===== src/rtl/altrow_sad_pkg.sv =====
package altrow_sad_pkg;
  localparam int BLK    = 8;
  localparam int PIX_W  = 8;
  localparam int HALF   = BLK / 2;
  localparam int ROW_W  = BLK * PIX_W;
  localparam int BLK_W  = BLK * ROW_W;
  localparam int HALF_W = HALF * ROW_W;
  localparam int SAD_W  = $clog2(BLK * BLK * ((1 << PIX_W) - 1) + 1);
  localparam int IDX_W  = (HALF > 1) ? $clog2(HALF) : 1;

  typedef enum logic [1:0] {ST_IDLE, ST_CHECK, ST_ODD, ST_FINAL} eval_state_t;

  function automatic logic [PIX_W-1:0] pix_absdiff(input logic [PIX_W-1:0] a,
                                                   input logic [PIX_W-1:0] b);
    return (a > b) ? (a - b) : (b - a);
  endfunction

  function automatic logic [SAD_W-1:0] row_sad(input logic [ROW_W-1:0] a,
                                               input logic [ROW_W-1:0] b);
    logic [SAD_W-1:0] acc;
    acc = '0;
    for (int c = 0; c < BLK; c++)
      acc = acc + SAD_W'(pix_absdiff(a[c*PIX_W +: PIX_W], b[c*PIX_W +: PIX_W]));
    return acc;
  endfunction
endpackage


===== src/rtl/altrow_even_unit.sv =====
module altrow_even_unit
  import altrow_sad_pkg::*;
(
  input  logic [HALF_W-1:0] cur_even,
  input  logic [HALF_W-1:0] cand_even,
  output logic [SAD_W-1:0]  even_sum
);
  logic [SAD_W-1:0] per_row [HALF];

  for (genvar r = 0; r < HALF; r++) begin : g_row
    assign per_row[r] = row_sad(cur_even[r*ROW_W +: ROW_W], cand_even[r*ROW_W +: ROW_W]);
  end

  always_comb begin
    even_sum = '0;
    for (int r = 0; r < HALF; r++) even_sum = even_sum + per_row[r];
  end
endmodule


===== src/rtl/altrow_odd_unit.sv =====
module altrow_odd_unit
  import altrow_sad_pkg::*;
(
  input  logic [HALF_W-1:0] cur_odd,
  input  logic [HALF_W-1:0] cand_odd,
  input  logic [IDX_W-1:0]  row_sel,
  output logic [SAD_W-1:0]  row_sum
);
  logic [ROW_W-1:0] cur_row, cand_row;

  always_comb begin
    cur_row  = cur_odd[row_sel*ROW_W +: ROW_W];
    cand_row = cand_odd[row_sel*ROW_W +: ROW_W];
    row_sum  = row_sad(cur_row, cand_row);
  end
endmodule


===== src/rtl/altrow_best_tracker.sv =====
module altrow_best_tracker
  import altrow_sad_pkg::*;
#(
  parameter int MV_W = 8
) (
  input  logic                    clk,
  input  logic                    rst_n,
  input  logic                    fin_evt,
  input  logic                    seed,
  input  logic [SAD_W-1:0]        full_sad,
  input  logic signed [MV_W-1:0]  mvx,
  input  logic signed [MV_W-1:0]  mvy,
  input  logic                    emit,
  output logic [SAD_W-1:0]        cur_min,
  output logic                    upd_evt,
  output logic [SAD_W-1:0]        best_sad,
  output logic signed [MV_W-1:0]  best_mvx,
  output logic signed [MV_W-1:0]  best_mvy,
  output logic                    done
);
  logic signed [MV_W-1:0] min_mvx, min_mvy;

  assign upd_evt = fin_evt && (seed || (full_sad < cur_min));

  always_ff @(posedge clk or negedge rst_n) begin
    if (!rst_n) begin
      cur_min  <= '1;
      min_mvx  <= '0;
      min_mvy  <= '0;
      best_sad <= '0;
      best_mvx <= '0;
      best_mvy <= '0;
      done     <= 1'b0;
    end else begin
      done <= emit;
      if (upd_evt) begin
        cur_min <= full_sad;
        min_mvx <= mvx;
        min_mvy <= mvy;
      end
      if (emit) begin
        best_sad <= upd_evt ? full_sad : cur_min;
        best_mvx <= upd_evt ? mvx : min_mvx;
        best_mvy <= upd_evt ? mvy : min_mvy;
      end
    end
  end
endmodule


===== src/rtl/altrow_sad_search.sv =====
module altrow_sad_search
  import altrow_sad_pkg::*;
#(
  parameter int MV_W  = 8,
  parameter int CNT_W = 16
) (
  input  logic                   clk,
  input  logic                   rst_n,
  input  logic [BLK_W-1:0]       cur_blk,
  input  logic                   cand_valid,
  output logic                   cand_ready,
  input  logic [BLK_W-1:0]       cand_blk,
  input  logic signed [MV_W-1:0] cand_mvx,
  input  logic signed [MV_W-1:0] cand_mvy,
  input  logic                   cand_last,
  output logic signed [MV_W-1:0] best_mvx,
  output logic signed [MV_W-1:0] best_mvy,
  output logic [SAD_W-1:0]       best_sad,
  output logic                   done,
  output logic [CNT_W-1:0]       skip_count
);
  localparam logic [IDX_W-1:0] LAST_IDX = IDX_W'(HALF - 1);

  // Row split: even rows feed the wide unit, odd rows the narrow unit
  logic [HALF_W-1:0] cur_even, cur_odd, cand_even, cand_odd;
  for (genvar h = 0; h < HALF; h++) begin : g_split
    assign cur_even[h*ROW_W +: ROW_W]  = cur_blk[(2*h)*ROW_W +: ROW_W];
    assign cur_odd[h*ROW_W +: ROW_W]   = cur_blk[(2*h+1)*ROW_W +: ROW_W];
    assign cand_even[h*ROW_W +: ROW_W] = cand_blk[(2*h)*ROW_W +: ROW_W];
    assign cand_odd[h*ROW_W +: ROW_W]  = cand_blk[(2*h+1)*ROW_W +: ROW_W];
  end

  eval_state_t            state;
  logic [HALF_W-1:0]      odd_q;
  logic signed [MV_W-1:0] mvx_q, mvy_q;
  logic                   last_q, seed_q;
  logic [SAD_W-1:0]       part_q, acc_q;
  logic [IDX_W-1:0]       row_k;
  logic [SAD_W-1:0]       even_sum, odd_row_sum, cur_min;

  // Named events for the checker
  logic accept, term_evt, cont_evt, fin_evt, upd_evt, emit;

  assign cand_ready = (state == ST_IDLE);
  assign accept     = cand_valid && cand_ready;
  assign term_evt   = (state == ST_CHECK) && !seed_q && (part_q >= cur_min);
  assign cont_evt   = (state == ST_CHECK) && !term_evt;
  assign fin_evt    = (state == ST_FINAL);
  assign emit       = (term_evt || fin_evt) && last_q;

  altrow_even_unit u_even (
    .cur_even (cur_even),
    .cand_even(cand_even),
    .even_sum (even_sum)
  );

  altrow_odd_unit u_odd (
    .cur_odd (cur_odd),
    .cand_odd(odd_q),
    .row_sel (row_k),
    .row_sum (odd_row_sum)
  );

  altrow_best_tracker #(.MV_W(MV_W)) u_best (
    .clk     (clk),
    .rst_n   (rst_n),
    .fin_evt (fin_evt),
    .seed    (seed_q),
    .full_sad(acc_q),
    .mvx     (mvx_q),
    .mvy     (mvy_q),
    .emit    (emit),
    .cur_min (cur_min),
    .upd_evt (upd_evt),
    .best_sad(best_sad),
    .best_mvx(best_mvx),
    .best_mvy(best_mvy),
    .done    (done)
  );

  always_ff @(posedge clk or negedge rst_n) begin
    if (!rst_n) begin
      state      <= ST_IDLE;
      odd_q      <= '0;
      mvx_q      <= '0;
      mvy_q      <= '0;
      last_q     <= 1'b0;
      seed_q     <= 1'b1;
      part_q     <= '0;
      acc_q      <= '0;
      row_k      <= '0;
      skip_count <= '0;
    end else begin
      unique case (state)
        ST_IDLE: if (accept) begin
          odd_q  <= cand_odd;
          mvx_q  <= cand_mvx;
          mvy_q  <= cand_mvy;
          last_q <= cand_last;
          part_q <= even_sum;
          state  <= ST_CHECK;
        end
        ST_CHECK: begin
          if (term_evt) begin
            skip_count <= skip_count + 1'b1;
            if (last_q) seed_q <= 1'b1;
            state <= ST_IDLE;
          end else if (cont_evt) begin
            acc_q <= part_q;
            row_k <= '0;
            state <= ST_ODD;
          end
        end
        ST_ODD: begin
          acc_q <= acc_q + odd_row_sum;
          row_k <= row_k + 1'b1;
          if (row_k == LAST_IDX) state <= ST_FINAL;
        end
        ST_FINAL: begin
          seed_q <= last_q;
          state  <= ST_IDLE;
        end
        default: state <= ST_IDLE;
      endcase
    end
  end
endmodule


===== config.mk =====
export PLATFORM = sky130hd
export DESIGN_NAME = altrow_sad_search
export DESIGN_NICKNAME = d
export VERILOG_FILES = /design/src/rtl/altrow_sad_pkg.sv /design/src/rtl/altrow_even_unit.sv /design/src/rtl/altrow_odd_unit.sv /design/src/rtl/altrow_best_tracker.sv /design/src/rtl/altrow_sad_search.sv
export SDC_FILE = /design/constraint.sdc
export NUM_CORES = 2
export LEC_CHECK = 0
export ABC_AREA = 1
export BUFFER_PORTS_ARGS = -buffer_cell sky130_fd_sc_hd__buf_2
export CAP_MARGIN = 40
export CORE_AREA = 3 3 425 427
export DETAILED_ROUTE_END_ITERATION = 6
export DIE_AREA = 0 0 428 430
export GPL_ROUTABILITY_DRIVEN = 0
export SLEW_MARGIN = 5
export SYNTH_ARGS = -nofsm -noshare
export SYNTH_HDL_FRONTEND = slang
export SYNTH_HIERARCHICAL = 1
export SYNTH_SLANG_ARGS = --single-unit

===== constraint.sdc =====
create_clock -name clk -period 9.5 [get_ports clk]
set_input_delay 1.425 -clock clk [delete_from_list [all_inputs] [get_ports clk]]
set_output_delay 1.425 -clock clk [all_outputs]
set_load 0.02 [all_outputs]

==> flow_metrics.env <==
export IMPL_status="finished with violations"
export IMPL_met1_length_microns=99500
export IMPL_fin_crit_ps=9510
export IMPL_critical_path_class="input port to flip-flop"
export IMPL_yosysWarnings=6
export IMPL_hp_class="flip-flop to flip-flop"
export IMPL_required_ps=9960
export IMPL_cp_arrival_ps=9970
export IMPL_instances_no_fill=12700
export IMPL_r2r_end="acc_q[10]"
export IMPL_hold_end="u_best/best_sad[0]"
export IMPL_cts_htree_levels=2
export IMPL_placedCellCount=12500
export IMPL_clock_sinks=383
export IMPL_violations="design-rule violations, negative setup slack"
export IMPL_start_kind="input port"
export IMPL_reg2regPathDepth=44
export IMPL_cts_buffers=43
export IMPL_syn_to_final_growth_pct=18.8
export IMPL_die_h_microns=430
export IMPL_max_cap_violations=0
export IMPL_core_rowCount=154
export IMPL_grt_antenna_before_repair=108
export IMPL_r2r_start="row_k[0]"
export IMPL_fill_cells=18400
export IMPL_tightest_slew_ps=1030
export IMPL_slowest_delay_ps=570
export IMPL_grt_setup_unrepaired="yes"
export IMPL_io_pins=1092
export IMPL_cts_tree="yes"
export IMPL_drc=4
export IMPL_portBuffers=1091
export IMPL_drive_above_1_share_pct=21.4
export IMPL_synthCells=9016
export IMPL_wl_microns=242000
export IMPL_grt_max_degree=173
export IMPL_grt_pass1_wl_microns=358000
export IMPL_hpwlAfterDp_microns=210000
export IMPL_fp_dieArea_sq_um=184000
export IMPL_fin_ws_ps=-7.35
export IMPL_clock_latency_ps=610
export IMPL_die_w_microns=428
export IMPL_relSlewSlack_pct=31.1
export IMPL_dr_first_iter_drc_count=4803
export IMPL_post_route_util_pct=41.9
export IMPL_grt_pass1_vias=60800
export IMPL_met2WireLength_microns=111000
export IMPL_drv_slew=0
export IMPL_fmax_ghz=0.105
export IMPL_grt_usage_pct=25.1
export IMPL_hp_start="u_best/best_sad[0]"
export IMPL_cts_hold_buffers=0
export IMPL_layout_nets=12300
export IMPL_syn_cell_area_sq_um=62200
export IMPL_fin_area_sq_um=73900
export IMPL_slowest_stage="fa_1"
export IMPL_skew_ps=33.2
export IMPL_wl_met3_microns=16500
export IMPL_vias=62200
export IMPL_top_layer="met5"
export IMPL_viasPerCell=4.92
export IMPL_clockBufferDepth=3
export IMPL_crit_path_end_kind="flip-flop"
export IMPL_dpl_cell_area_sq_um=71200
export IMPL_wire_per_inst_microns=19.1
export IMPL_r2r_slack_ps=550
export IMPL_cp_common_cell="fa_1"
export IMPL_hold_viol_final=0
export IMPL_core_area_sq_um=176000
export IMPL_path_max_fanout=5
export IMPL_period_share_pct=100
export IMPL_synth_avg_cell_area_sq_um=6.90
export IMPL_cts_root_buf="clkbuf_16"
export IMPL_path_clk_slew_ps=50
export IMPL_setup_viol=1
export IMPL_postRouteAntennaNets=0
export IMPL_drtPass1Iterations=7
export IMPL_overflow=0
export IMPL_whs_path_depth=2
export IMPL_initial_core_util_pct=35.2
-- how the worst max path moves through the flow --
stage                       startpoint         end  slack [ps]
final                     cand_blk[40]   part_q[7]          -7
after floorplan            cur_blk[32]   part_q[8]         -10
after CTS                   cur_blk[0]   part_q[9]        -120
after global placement    cand_blk[31]   part_q[9]        -940
after global routing      cand_blk[40]   part_q[8]        -280
after detailed placement  cand_blk[31]  part_q[10]        -920
-- metal layers --
metal	GRT usage, %	up-vias
li1	-	30300
met1	31.0	29300
met2	41.6	2178
met3	4.74	445
met4	12.7	34
met5	0.677	-
-- per-stage QoR --
stage | hold slack (ps) | worst slack, ps | TNS (ps)
after global placement | 460 | -945 | -9230
after global routing | 486 | -277 | -2260
after CTS | 477 | -119 | -403
final | 473 | -7.35 | -7.35
after detailed placement | 462 | -917 | -9170
after floorplan | 454 | -13.9 | -26.2
-- placed cells by master, fill, tap and decap left out, types with 12 or more instances in the layout --
cell type and count:
nor2_1 258, dfstp_2 15, inv_1 1821, o21bai_1 12, clkinv_2 12, fa_1 330
fa_2 20, nor3_1 12, xor2_1 140, o21ai_2 44, ha_4 14, and2_1 32
ha_1 683, nand3_1 649, nand4_1 101, or2_2 16, dfrtp_1 367, nand2_4 17
nor2_2 12, o21ai_0 88, xnor2_1 106, a21oi_1 401, buf_4 288, buf_2 1087
clkbuf_16 44, a21o_1 42, inv_2 45, o21ai_1 70, nand2_1 2872, nand3_2 17
mux2_2 280, diode_2 92, a32oi_2 100, nand2_2 68
-- area by class of cell --
| cell class | count | area, sq um | area share (%) |
|---|---|---|---|
| Antenna cell | 92 | 230 | 0.312 |
| Clock buffer | 58 | 1220 | 1.65 |
| Clock inverter | 21 | 245 | 0.332 |
| Inverter | 1878 | 7130 | 9.64 |
| Multi-Input combinational cell | 6486 | 44500 | 60.2 |
| Sequential cell | 383 | 9610 | 13.0 |
| Tap cell | 2340 | 2930 | 3.96 |
| Timing Repair Buffer | 1399 | 8020 | 10.9 |
-- critical path, delay by kind of cell --
kind / cells / cell delay, ps
muxes: 1 / 250
AOI/OAI and AO/OA: 2 / 210
and+or+nand+nor: 9 / 660
xor gates and xnor gates: 2 / 350
adders and majority gates: 15 / 6550
buffers and inverters: 6 / 480
-- flip-flops by register name, summed over array words and instances, names as in the netlist, 14 cells and up, named ones only --
name and flops:
acc_q 14, odd_q 256, part_q 14, skip_count 16, u_best/best_sad 14, u_best/cur_min 14
-- repair_timing --
action	in CTS	in global routing
buffers inserted	10	14
endpoints found under the setup margin	10	19
pin swaps	77	89
resized for setup	81	122
gates cloned	1	2
Power is not shown: default switching activity piles up to over one toggle a cycle in this logic, so the estimate is an artifact.
